## config.mk

```make
export PLATFORM = sky130hd
export DESIGN_NAME = i2c_target_mon
export DESIGN_NICKNAME = d
export VERILOG_FILES = /design/src/rtl/i2c_tgt_pkg.sv /design/src/rtl/i2c_line_sync.sv /design/src/rtl/i2c_bus_flags.sv /design/src/rtl/i2c_target_mon.sv
export SDC_FILE = /design/constraint.sdc
export NUM_CORES = 1
export LEC_CHECK = 0
export ABC_CLOCK_PERIOD_IN_PS = 2250
export CAP_MARGIN = 5
export CORE_ASPECT_RATIO = 2
export CORE_MARGIN = 2
export CORE_UTILIZATION = 65
export CTS_BUF_LIST = sky130_fd_sc_hd__clkbuf_8
export DETAILED_ROUTE_END_ITERATION = 10
export DONT_BUFFER_PORTS = 1
export PLACE_DENSITY_LB_ADDON = 0.08
export SETUP_SLACK_MARGIN = 0.02
export SLEW_MARGIN = 10
export SYNTH_ARGS = -nofsm -noshare
export SYNTH_HDL_FRONTEND = slang
export SYNTH_SLANG_ARGS = --single-unit
```

## constraint.sdc

```tcl
create_clock -name clk -period 2.25 [get_ports clk]
set_clock_uncertainty 0.15 [all_clocks]
set_input_delay 0.3375 -clock clk [delete_from_list [all_inputs] [get_ports clk]]
set_output_delay 0.3375 -clock clk [all_outputs]
set_load 0.02 [all_outputs]
```

## src/rtl/i2c_tgt_pkg.sv

```systemverilog
package i2c_tgt_pkg;

    typedef enum logic [2:0] {
        ST_IDLE,
        ST_ADDR,
        ST_ADDR_ACK,
        ST_RX,
        ST_RX_ACK,
        ST_TX,
        ST_TX_ACK,
        ST_SKIP
    } tgt_state_e;

    localparam int FLAG_MISMATCH = 0;
    localparam int FLAG_NAK      = 1;
    localparam int N_FLAGS       = 2;

endpackage

```

## src/rtl/i2c_line_sync.sv

```systemverilog
module i2c_line_sync #(
    parameter int STAGES = 2
) (
    input  logic clk,
    input  logic rst_n,
    input  logic scl_raw,
    input  logic sda_raw,
    output logic sda_lvl,
    output logic scl_rise,
    output logic scl_fall,
    output logic start_evt,
    output logic stop_evt
);
    logic [STAGES-1:0] scl_chain;
    logic [STAGES-1:0] sda_chain;
    logic              scl_q;
    logic              sda_q;
    logic              scl_s;
    logic              sda_s;

    always_ff @(posedge clk or negedge rst_n) begin
        if (!rst_n) begin
            scl_chain <= '1;
            sda_chain <= '1;
            scl_q     <= 1'b1;
            sda_q     <= 1'b1;
        end else begin
            scl_chain <= {scl_chain[STAGES-2:0], scl_raw};
            sda_chain <= {sda_chain[STAGES-2:0], sda_raw};
            scl_q     <= scl_s;
            sda_q     <= sda_s;
        end
    end

    assign scl_s     = scl_chain[STAGES-1];
    assign sda_s     = sda_chain[STAGES-1];
    assign sda_lvl   = sda_s;
    assign scl_rise  = scl_s & ~scl_q;
    assign scl_fall  = ~scl_s & scl_q;
    assign start_evt = scl_s & scl_q & sda_q & ~sda_s;
    assign stop_evt  = scl_s & scl_q & ~sda_q & sda_s;
endmodule

```

## src/rtl/i2c_bus_flags.sv

```systemverilog
module i2c_bus_flags import i2c_tgt_pkg::*; #(
    parameter int NF = N_FLAGS
) (
    input  logic          clk,
    input  logic          rst_n,
    input  logic [NF-1:0] set_req,
    input  logic          clr_wr,
    input  logic [NF-1:0] clr_mask,
    input  logic          irq_en,
    output logic [NF-1:0] flags,
    output logic          irq
);
    logic [NF-1:0] clr_vec;

    assign clr_vec = clr_wr ? clr_mask : '0;

    always_ff @(posedge clk or negedge rst_n) begin
        if (!rst_n) flags <= '0;
        else        flags <= (flags & ~clr_vec) | set_req;
    end

    assign irq = irq_en & (|flags);

    AST_FLAG_HOLDS: assert property (@(posedge clk) disable iff (!rst_n)
        !clr_wr |=> ((flags & $past(flags)) == $past(flags)));

    AST_FLAG_HAS_CAUSE: assert property (@(posedge clk) disable iff (!rst_n)
        ((flags & ~$past(flags) & ~$past(set_req)) == '0));
endmodule

```

## src/rtl/i2c_target_mon.sv

```systemverilog
module i2c_target_mon import i2c_tgt_pkg::*; #(
    parameter int ADDR_W      = 7,
    parameter int DATA_W      = 8,
    parameter int SYNC_STAGES = 2
) (
    input  logic                clk,
    input  logic                rst_n,
    input  logic                scl_in,
    input  logic                sda_in,
    input  logic [ADDR_W-1:0]   own_addr,
    output logic                sda_pull_low,
    input  logic [DATA_W-1:0]   tx_byte,
    output logic                tx_take,
    output logic [DATA_W-1:0]   rx_byte,
    output logic                rx_strobe,
    output logic                sel,
    output logic [N_FLAGS-1:0]  flags,
    input  logic                clr_wr,
    input  logic [N_FLAGS-1:0]  clr_mask,
    input  logic                irq_en,
    output logic                irq
);
    localparam int               CNT_W    = $clog2(DATA_W + 1);
    localparam logic [CNT_W-1:0] LAST_BIT = CNT_W'(DATA_W);

    tgt_state_e         state, nxt;
    logic [CNT_W-1:0]   bit_cnt;
    logic [DATA_W-1:0]  shreg;
    logic               drv_low;
    logic               rd_dir;
    logic               nak_seen;
    logic               sda_lvl, scl_rise, scl_fall, start_evt, stop_evt;
    logic               addr_hit, byte_done, answering;
    logic [N_FLAGS-1:0] set_req;

    i2c_line_sync #(.STAGES(SYNC_STAGES)) u_sync (
        .clk(clk), .rst_n(rst_n), .scl_raw(scl_in), .sda_raw(sda_in),
        .sda_lvl(sda_lvl), .scl_rise(scl_rise), .scl_fall(scl_fall),
        .start_evt(start_evt), .stop_evt(stop_evt)
    );

    assign addr_hit  = (shreg[DATA_W-1 -: ADDR_W] == own_addr);
    assign byte_done = (bit_cnt == LAST_BIT);
    assign answering = (state == ST_ADDR_ACK) || (state == ST_TX) || (state == ST_RX_ACK);

    always_comb begin
        set_req                = '0;
        set_req[FLAG_MISMATCH] = scl_rise && !start_evt && !stop_evt && answering
                                 && !drv_low && !sda_lvl;
        set_req[FLAG_NAK]      = scl_rise && (state == ST_TX_ACK) && sda_lvl;
    end

    // State register
    always_ff @(posedge clk or negedge rst_n) begin
        if (!rst_n) state <= ST_IDLE;
        else        state <= nxt;
    end

    // Transitions
    always_comb begin
        nxt = state;
        if (start_evt)      nxt = ST_ADDR;
        else if (stop_evt)  nxt = ST_IDLE;
        else if (scl_fall) begin
            unique case (state)
                ST_ADDR:     if (byte_done) nxt = ST_ADDR_ACK;
                ST_ADDR_ACK: nxt = !sel ? ST_SKIP : (rd_dir ? ST_TX : ST_RX);
                ST_RX:       if (byte_done) nxt = ST_RX_ACK;
                ST_RX_ACK:   nxt = ST_RX;
                ST_TX:       if (byte_done) nxt = ST_TX_ACK;
                ST_TX_ACK:   nxt = nak_seen ? ST_SKIP : ST_TX;
                default:     nxt = state;
            endcase
        end
    end

    // Outputs and datapath
    always_ff @(posedge clk or negedge rst_n) begin
        if (!rst_n) begin
            bit_cnt   <= '0;
            shreg     <= '0;
            drv_low   <= 1'b0;
            rd_dir    <= 1'b0;
            nak_seen  <= 1'b0;
            sel       <= 1'b0;
            rx_byte   <= '0;
            rx_strobe <= 1'b0;
            tx_take   <= 1'b0;
        end else begin
            rx_strobe <= 1'b0;
            tx_take   <= 1'b0;
            if (start_evt) begin
                bit_cnt <= '0;
                drv_low <= 1'b0;
            end else if (stop_evt) begin
                drv_low <= 1'b0;
                sel     <= 1'b0;
            end else if (scl_rise) begin
                unique case (state)
                    ST_ADDR, ST_RX: begin
                        shreg   <= {shreg[DATA_W-2:0], sda_lvl};
                        bit_cnt <= bit_cnt + 1'b1;
                    end
                    ST_TX:     bit_cnt  <= bit_cnt + 1'b1;
                    ST_TX_ACK: nak_seen <= sda_lvl;
                    default:   ;
                endcase
            end else if (scl_fall) begin
                unique case (state)
                    ST_ADDR: if (byte_done) begin
                        sel     <= addr_hit;
                        rd_dir  <= shreg[0];
                        drv_low <= addr_hit;
                    end
                    ST_ADDR_ACK: begin
                        bit_cnt <= '0;
                        if (sel && rd_dir) begin
                            shreg   <= tx_byte;
                            tx_take <= 1'b1;
                            drv_low <= ~tx_byte[DATA_W-1];
                        end else begin
                            drv_low <= 1'b0;
                        end
                    end
                    ST_RX: if (byte_done) begin
                        rx_byte   <= shreg;
                        rx_strobe <= 1'b1;
                        drv_low   <= 1'b1;
                    end
                    ST_RX_ACK: begin
                        bit_cnt <= '0;
                        drv_low <= 1'b0;
                    end
                    ST_TX: begin
                        if (byte_done) begin
                            drv_low <= 1'b0;
                        end else begin
                            shreg   <= shreg << 1;
                            drv_low <= ~shreg[DATA_W-2];
                        end
                    end
                    ST_TX_ACK: begin
                        bit_cnt <= '0;
                        if (!nak_seen) begin
                            shreg   <= tx_byte;
                            tx_take <= 1'b1;
                            drv_low <= ~tx_byte[DATA_W-1];
                        end else begin
                            drv_low <= 1'b0;
                        end
                    end
                    default: ;
                endcase
            end
        end
    end

    assign sda_pull_low = drv_low;

    i2c_bus_flags #(.NF(N_FLAGS)) u_flags (
        .clk(clk), .rst_n(rst_n), .set_req(set_req), .clr_wr(clr_wr),
        .clr_mask(clr_mask), .irq_en(irq_en), .flags(flags), .irq(irq)
    );

    AST_DRIVE_AFTER_FALL: assert property (@(posedge clk) disable iff (!rst_n)
        !$stable(sda_pull_low) |-> $past(scl_fall || start_evt || stop_evt));

    AST_SEL_DROPS_ON_STOP: assert property (@(posedge clk) disable iff (!rst_n)
        stop_evt |=> !sel);

    AST_QUIET_WHEN_IGNORING: assert property (@(posedge clk) disable iff (!rst_n)
        (state == ST_IDLE || state == ST_SKIP) |-> !sda_pull_low);
endmodule

```

==> metrics.yaml, run 1 <==
outcome:
  run_status: "completed"
timing:
  timing_worst_slew_pin_value_ps: 501.9
  rsz0062_at_grt: "false"
  setup_viol: 0
  timing.setup.tns_ps: 0
  final.setup.worst_slack_ps: 128.3
  post_route_hold_slack_ps: 73.28
  timing_hold_violations_final: 0
  timing.final.crit_share_pct: 94.30
  slew_headroom_pct: 66.23
  final-max-slew-violation-count: 0
  max_freq_ghz: 0.4713
  layout_min_cycle_time_ps: 2122
die:
  floorplan.die.height_um: 82.53
  design.portCount: 38
  coreArea_mm2: 0.002943
  floorplan.initialDensity_pct: 68.11
  rows: 28
  design.die.area_mm2: 0.003571
  die_x_um: 43.27
place:
  port-buffer-count: 0
  place.detailed.instances: 218
  total_half_perimeter_wirelength_after_legalization_and_detailed_placement_um: 3291
  postPlaceCellArea_mm2: 0.002014
  post-place-ws_ps: 191.0
  gpl.final_weighted_congestion: 0.9647
cells_and_area:
  flow.area_growth_from_synthesis_pct: 8.801
  n_antenna_cell: 0
  final_layout_size_suffix_gt1_share_pct: 17.00
  most_common_library_cell_in_the_layout_ignoring_fill_and_taps: "sky130_fd_sc_hd__dfrtp_1"
  multiInputGateArea_um2: 998.5
  fin_nets: 228
  layout.area.seq_um2: 933.4
  fill_count: 221
  finish.cell_count_without_fillers: 230
  layout_common_cells: "31 x sky130_fd_sc_hd__dfrtp_1, 22 x sky130_fd_sc_hd__nand2_1, 14 x sky130_fd_sc_hd__nor2_1"
  post-route-cell-area_mm2: 0.002181
grt:
  first_global_vias: 1531
  overflow: 0
  largest_net_degree_at_the_start_of_global_routing: 38
  gr-usage-all-layers_pct: 26.50
  grt_pass1_wl_um: 6941
  grt_antenna_before_repair: 0
clock_network:
  cts.clk_slew.worst_paths_ps: 70
  tritoncts.num_buffers: 5
  cts_hold_buffers: 4
  htreeDepth: 2
  cts.sink_count: 37
  postCtsSetupRepairBufs: 0
  root_buffer: "sky130_fd_sc_hd__clkbuf_8"
  max-clock-path-buffers: 2
  cts_tree: "yes"
  cts_resized: 0
  insertion_delay_ps: 280
worst_setup_path:
  reg2reg_depth: 6
  worst_ep_required_time_ps: 2250
  cp_endpoint_kind: "register"
  timing.critical_path.cells: "inv_1, ha_1, buf_4, nor2_1, nand2_1, o41ai_2"
  crit_path_max_cell_delay_ps: 570
  crit_path_top_delay_cell: "sky130_fd_sc_hd__dfstp_2"
  worstSetupPathType: "register to register"
  setup.worst_path.start_class: "register"
  critical_path_peak_fanout: 5
  critPathArrivalTime_ps: 2120
synth:
  netlist_area_mm2: 0.002004
  ys.warnings.count: 0
  synth.lib_cells_used.distinct: 53
  synth_top_flop_cell: "sky130_fd_sc_hd__dfrtp_1"
  asyncSetResetFlopFracSynth_pct: 100.0
  synth-seq-area-share_pct: 46.57
  postSynthRegisterBits: 37
  postSynthNetCount: 220
  postSynthCellCount: 191
  synth-edff-count: 0
  postSynthAreaPerCell_um2: 10.49
hold_path:
  min_path_cells: 3
  hold_path_class: "input port to register"
pwr:
  p_int_mw: 1.419
  sw_frac_of_total_pct: 34.02
  p_clk_share_pct: 26.7
  vdd_drop_max_uv: 955.1
  combinationalPowerShare_pct: 26.6
  power_frac_seq_pct: 46.7
  power.net_switching_mw: 0.7314
  p_leak_nw: 1.019
  power.density_cell_area_mw_per_mm2: 985.9
drt:
  drt_wl_total_um: 4317
  first_iter_violations: 37
  antenna_violating_nets_post_route: 0
  wl_per_cell_um: 18.77
  post-route-drc-count: 0
  vias: 1488
  via_per_inst: 6.470
  number_of_iterations_in_the_first_detailed_routing_pass: 4
flow_run:
  cap_violations: 0
routing by layer:
layer | global-route usage [%] | wire length (µm) | part of all wire [%]
met1 | 24.04 | 1451 | 34
met2 | 52.24 | 2564 | 59
met3 | 4.783 | 183 | 4.2
met4 | 14.55 | 118 | 2.7
met5 | 0 | 0 | 0
power by group through the flow:
stage	registers, mW	logic [mW]	clock network, mW
after global placement	1.00	0.515	0
after global routing	1.02	0.633	0.615
after CTS	0.998	0.575	0.587
after detailed placement	1.01	0.547	0
final	1.00	0.572	0.574
after floorplan	0.921	0.508	0
worst max-delay path, delay by kind of cell, from the launching register on:
kind            cells  cell delay (ps)
compound gates      1              470
fa+ha+maj           1              250
buf+inv             2              230
flops               1              570
simple gates        2              330
cells by family after synthesis:
| family | count (synthesis) | synth area share, % |
|---|---|---|
| and+or+nand+nor | 64 | 16.29 |
| AOI/OAI and AO/OA | 46 | 17.17 |
| DFF | 37 | 46.57 |
| adders and majority gates | 6 | 3.745 |
| buffers and inverters | 13 | 3.620 |
| muxes | 17 | 9.114 |
| xor gates and xnor gates | 8 | 3.495 |
Yosys cell counts (3+ instances only):
| cell | instances | area share (%) |
|---|---|---|
| sky130_fd_sc_hd__xor2_1 | 4 | 1.7 |
| sky130_fd_sc_hd__dfstp_2 | 6 | 7.9 |
| sky130_fd_sc_hd__mux2_1 | 3 | 1.7 |
| sky130_fd_sc_hd__nor2b_1 | 3 | 0.94 |
| sky130_fd_sc_hd__nand2_1 | 22 | 4.1 |
| sky130_fd_sc_hd__nor2_1 | 14 | 2.6 |
| sky130_fd_sc_hd__ha_1 | 6 | 3.7 |
| sky130_fd_sc_hd__nand2b_1 | 5 | 1.6 |
| sky130_fd_sc_hd__inv_1 | 8 | 1.5 |
| sky130_fd_sc_hd__mux2_2 | 7 | 3.9 |
| sky130_fd_sc_hd__dfrtp_1 | 31 | 39 |
| sky130_fd_sc_hd__xnor2_1 | 4 | 1.7 |
| sky130_fd_sc_hd__nand3_1 | 4 | 1.0 |
| sky130_fd_sc_hd__o21ai_1 | 7 | 1.7 |
| sky130_fd_sc_hd__mux2i_1 | 7 | 3.5 |
| sky130_fd_sc_hd__a21boi_0 | 3 | 1.1 |
| sky130_fd_sc_hd__o21ai_0 | 6 | 1.5 |
| sky130_fd_sc_hd__a21oi_1 | 6 | 1.5 |
per-stage QoR:
stage	util, %	total power, mW
detailed placement	68.45	1.558
finish	74.11	2.150
floorplan	-	1.430
global route	74.11	2.272
global placement	68.45	1.516
CTS	74.11	2.161
cell type report:
cell class,count,share of cell area [%]
inverters,8,1.377
repair buffers,6,2.983
multi-input cells,141,45.78
clock buffers,6,3.787
flip-flops and latches,37,42.80
well taps,30,1.721
clock inverters,2,1.549
final timing paths:
check,startpoint,to,slack [ps]
max,u_sync.scl_q,sda_pull_low,130
max in group asynchronous,rst_n,u_sync.scl_q,1350
max reg2reg,u_sync.scl_q,sda_pull_low,130
min reg2reg,u_sync.scl_chain[0],u_sync.scl_chain[1],210
min,clr_wr,u_flags.flags[1],70
min in group asynchronous,rst_n,u_flags.flags[1],360
state kept, by name, indices dropped and copies added, names as in the netlist:
signal	count
bit_cnt	4
nak_seen	1
rd_dir	1
rx_byte	8
rx_strobe	1
sda_pull_low	1
sel	1
shreg	8
state	3
tx_take	1
u_flags.flags	2
u_sync.scl_chain	2
u_sync.scl_q	1
u_sync.sda_chain	2
u_sync.sda_q	1
Power figures use the tool's default switching activity.
==> run 2, diff against run 1 <==
==> constraint.sdc (replaced) <==
create_clock -name clk -period 2.25 [get_ports clk]
set_clock_uncertainty 0.15 [all_clocks]
set_input_delay 0.1125 -clock clk [delete_from_list [all_inputs] [get_ports clk]]
set_output_delay 0.1125 -clock clk [all_outputs]
set_load 0.02 [all_outputs]
==> run 2 against run 1 <==
Total power is 1.1% higher. Final area is 5.0% higher. Critical path depth stayed put. Worst setup slack worse by 25 ps. Sequential power hardly changed. Cell count is 4.8% higher. Die area stayed put. Global-route usage is 1.6 points higher. Worst hold slack better by 54 ps. Maximum frequency is 1.1% lower. Highest routed layer unchanged. Via count is 4.0% higher. First-iteration DRC count is 32% lower.
==> metrics.yaml, run 2 (synthesized netlist as in run 1, its figures left out) <==
drt:
  vias: 1548  # +4.0%
  wl_per_cell_um: 18.85  # +0.41%
  number_of_iterations_in_the_first_detailed_routing_pass: 4  # unchanged
  antenna_violating_nets_post_route: 0  # unchanged
  drt_wl_total_um: 4542  # +5.2%
  via_per_inst: 6.423  # -0.72%
  post-route-drc-count: 0  # unchanged
  first_iter_violations: 25  # -32%
die:
  design.portCount: 38  # unchanged
  design.die.area_mm2: 0.003571  # unchanged
  die_x_um: 43.27  # unchanged
  rows: 28  # unchanged
  coreArea_mm2: 0.002943  # unchanged
  floorplan.die.height_um: 82.53  # unchanged
  floorplan.initialDensity_pct: 68.11  # unchanged
cells_and_area:
  biggestRegsByFlops: "rx_byte: 8 flops, shreg: 8 flops, bit_cnt: 4 flops"
  layout.area.seq_um2: 933.4  # unchanged
  most_common_library_cell_in_the_layout_ignoring_fill_and_taps: "sky130_fd_sc_hd__dfrtp_1"
  n_antenna_cell: 0  # unchanged
  fill_count: 210  # -5.0%
  layout_common_cells: "31 x sky130_fd_sc_hd__dfrtp_1, 22 x sky130_fd_sc_hd__nand2_1, 14 x sky130_fd_sc_hd__nor2_1, 14 x sky130_fd_sc_hd__dlygate4sd3_1, 9 x sky130_fd_sc_hd__inv_1"
  fin_nets: 239  # +4.8%
  final_layout_size_suffix_gt1_share_pct: 16.11  # -0.89 points
  multiInputGateArea_um2: 998.5  # unchanged
  flow.area_growth_from_synthesis_pct: 14.29
pwr:
  power.density_cell_area_mw_per_mm2: 948.8  # -3.8%
  vdd_drop_max_uv: 962.7  # +0.80%
  p_leak_nw: 1.064  # +4.4%
clock_network:
  root_buffer: "sky130_fd_sc_hd__clkbuf_8"
  cts.clk_slew.worst_paths_ps: 70  # about the same
  cts_resized: 0  # unchanged
  cts.sink_count: 37  # unchanged
  postCtsSetupRepairBufs: 0  # unchanged
  insertion_delay_ps: 290  # about the same
  tritoncts.num_buffers: 5  # unchanged
  max-clock-path-buffers: 2  # unchanged
  htreeDepth: 2  # unchanged
  cts_tree: "yes"
timing:
  timing.setup.tns_ps: 0  # unchanged
  final-max-slew-violation-count: 0  # unchanged
  setup_viol: 0  # unchanged
  timing_worst_slew_pin_value_ps: 528.9  # +27.03 ps
  slew_headroom_pct: 64.42  # -1.8 points
  timing_hold_violations_final: 0  # unchanged
  final.setup.worst_slack_ps: 103.8  # -24.55 ps
  max_freq_ghz: 0.4659  # -1.1%
  timing.final.crit_share_pct: 95.39  # +1.1 points
  rsz0062_at_grt: "false"
  layout_min_cycle_time_ps: 2146  # +24.55 ps
worst_setup_path:
  worstSetupPathType: "register to register"
  crit_path_top_delay_cell: "sky130_fd_sc_hd__dfstp_2"
  regToRegEndpoint: "sda_pull_low"
  critPathArrivalTime_ps: 2150  # +30 ps
  timing.critical_path.cells: "inv_1, ha_1, buf_4, nor2_1, nand2_1, o41ai_2"
  timing.rr.start: "u_sync.scl_q"
  setup.worst_path.start_class: "register"
  critical_path_peak_fanout: 5  # unchanged
  worst_ep_required_time_ps: 2250  # about the same
  reg2reg_slack_ps: 100  # -20 ps
  cp_endpoint_kind: "register"
  crit_path_max_cell_delay_ps: 570  # about the same
  reg2reg_depth: 6  # unchanged
flow_run:
  cap_violations: 0  # unchanged
place:
  port-buffer-count: 0  # unchanged
  gpl.final_weighted_congestion: 0.9647  # unchanged
  post-place-ws_ps: 191.0  # unchanged
  total_half_perimeter_wirelength_after_legalization_and_detailed_placement_um: 3291  # unchanged
grt:
  grt_antenna_before_repair: 0  # unchanged
  overflow: 0  # unchanged
  grt_pass1_wl_um: 7376  # +6.3%
  gr-usage-all-layers_pct: 28.07  # +1.6 points
  first_global_vias: 1611  # +5.2%
  largest_net_degree_at_the_start_of_global_routing: 38  # unchanged
hold_path:
  hold_path_class: "input port to asynchronous set/reset pin"
outcome:
  run_status: "completed"
-- run 2: cell count changes in the layout (fill, tap and decap cells not counted) --
cell                            previous run  this run
sky130_fd_sc_hd__dlygate4sd3_1             3        14
-- run 2: repair_timing --
action,4_1_cts,5_1_grt
setup endpoints to repair,0,0
hold endpoints to repair,50,0
hold buffers,15,0
-- run 2: layer usage --
layer | GRT usage (%) | up-vias | wire length, µm
li1 | - | 715 | -
met1 | 26.03 | 767 | 1573
met2 | 54.63 | 52 | 2641
met3 | 5.000 | 14 | 180
met4 | 15.76 | 0 | 146
met5 | 0 | - | 0
-- run 2: layout make-up --
type / instances / share of cell area (%)
clock buffer: 6 / 3.605
sequential: 37 / 40.74
multi-input combinational: 141 / 43.58
inverter: 8 / 1.311
clock inverter: 2 / 1.475
tap: 30 / 1.638
timing repair buffer: 17 / 7.646
-- run 2: how the worst max path moves through the flow --
stage / startpoint / to / slack [ps] / cells after the start
after floorplan: u_sync.scl_q / bit_cnt[3] / 250 / 8
final: u_sync.scl_q / sda_pull_low / 100 / 6
after detailed placement: u_sync.scl_q / sda_pull_low / 190 / 6
after global placement: u_sync.scl_q / sda_pull_low / 240 / 6
after global routing: u_sync.scl_q / sda_pull_low / 70 / 6
after CTS: u_sync.scl_q / sda_pull_low / 160 / 6
-- run 2: critical path, delay by kind of cell (launching register included) --
family | cells | cell delay (ps)
AND/OR/NAND/NOR | 2 | 340
AO/OA/AOI/OAI | 1 | 470
buffers and inverters | 2 | 230
adder cells (fa/ha/maj) | 1 | 250
flip-flops | 1 | 570
-- run 2: through the flow --
step / total power [mW] / hold WS, ps / utilization (%) / cell area (µm²) / std cells
global route: 2.295 / 147.5 / 77.85 / 2291 / 241
detailed placement: 1.558 / -332.4 / 68.45 / 2014 / 218
global placement: 1.516 / -332.4 / 68.45 / 2014 / 218
floorplan: 1.430 / -333.1 / - / 2004 / 191
finish: 2.174 / 127.0 / 77.85 / 2291 / 241
CTS: 2.176 / 132.2 / 77.85 / 2291 / 241
-- run 2: power breakdown --
part	switching, mW	total, mW	internal, mW
Combinational	0.310	0.593	0.283
Sequential	0.211	1.00	0.792
Clock	0.221	0.578	0.356
Total	0.742	2.17	1.43
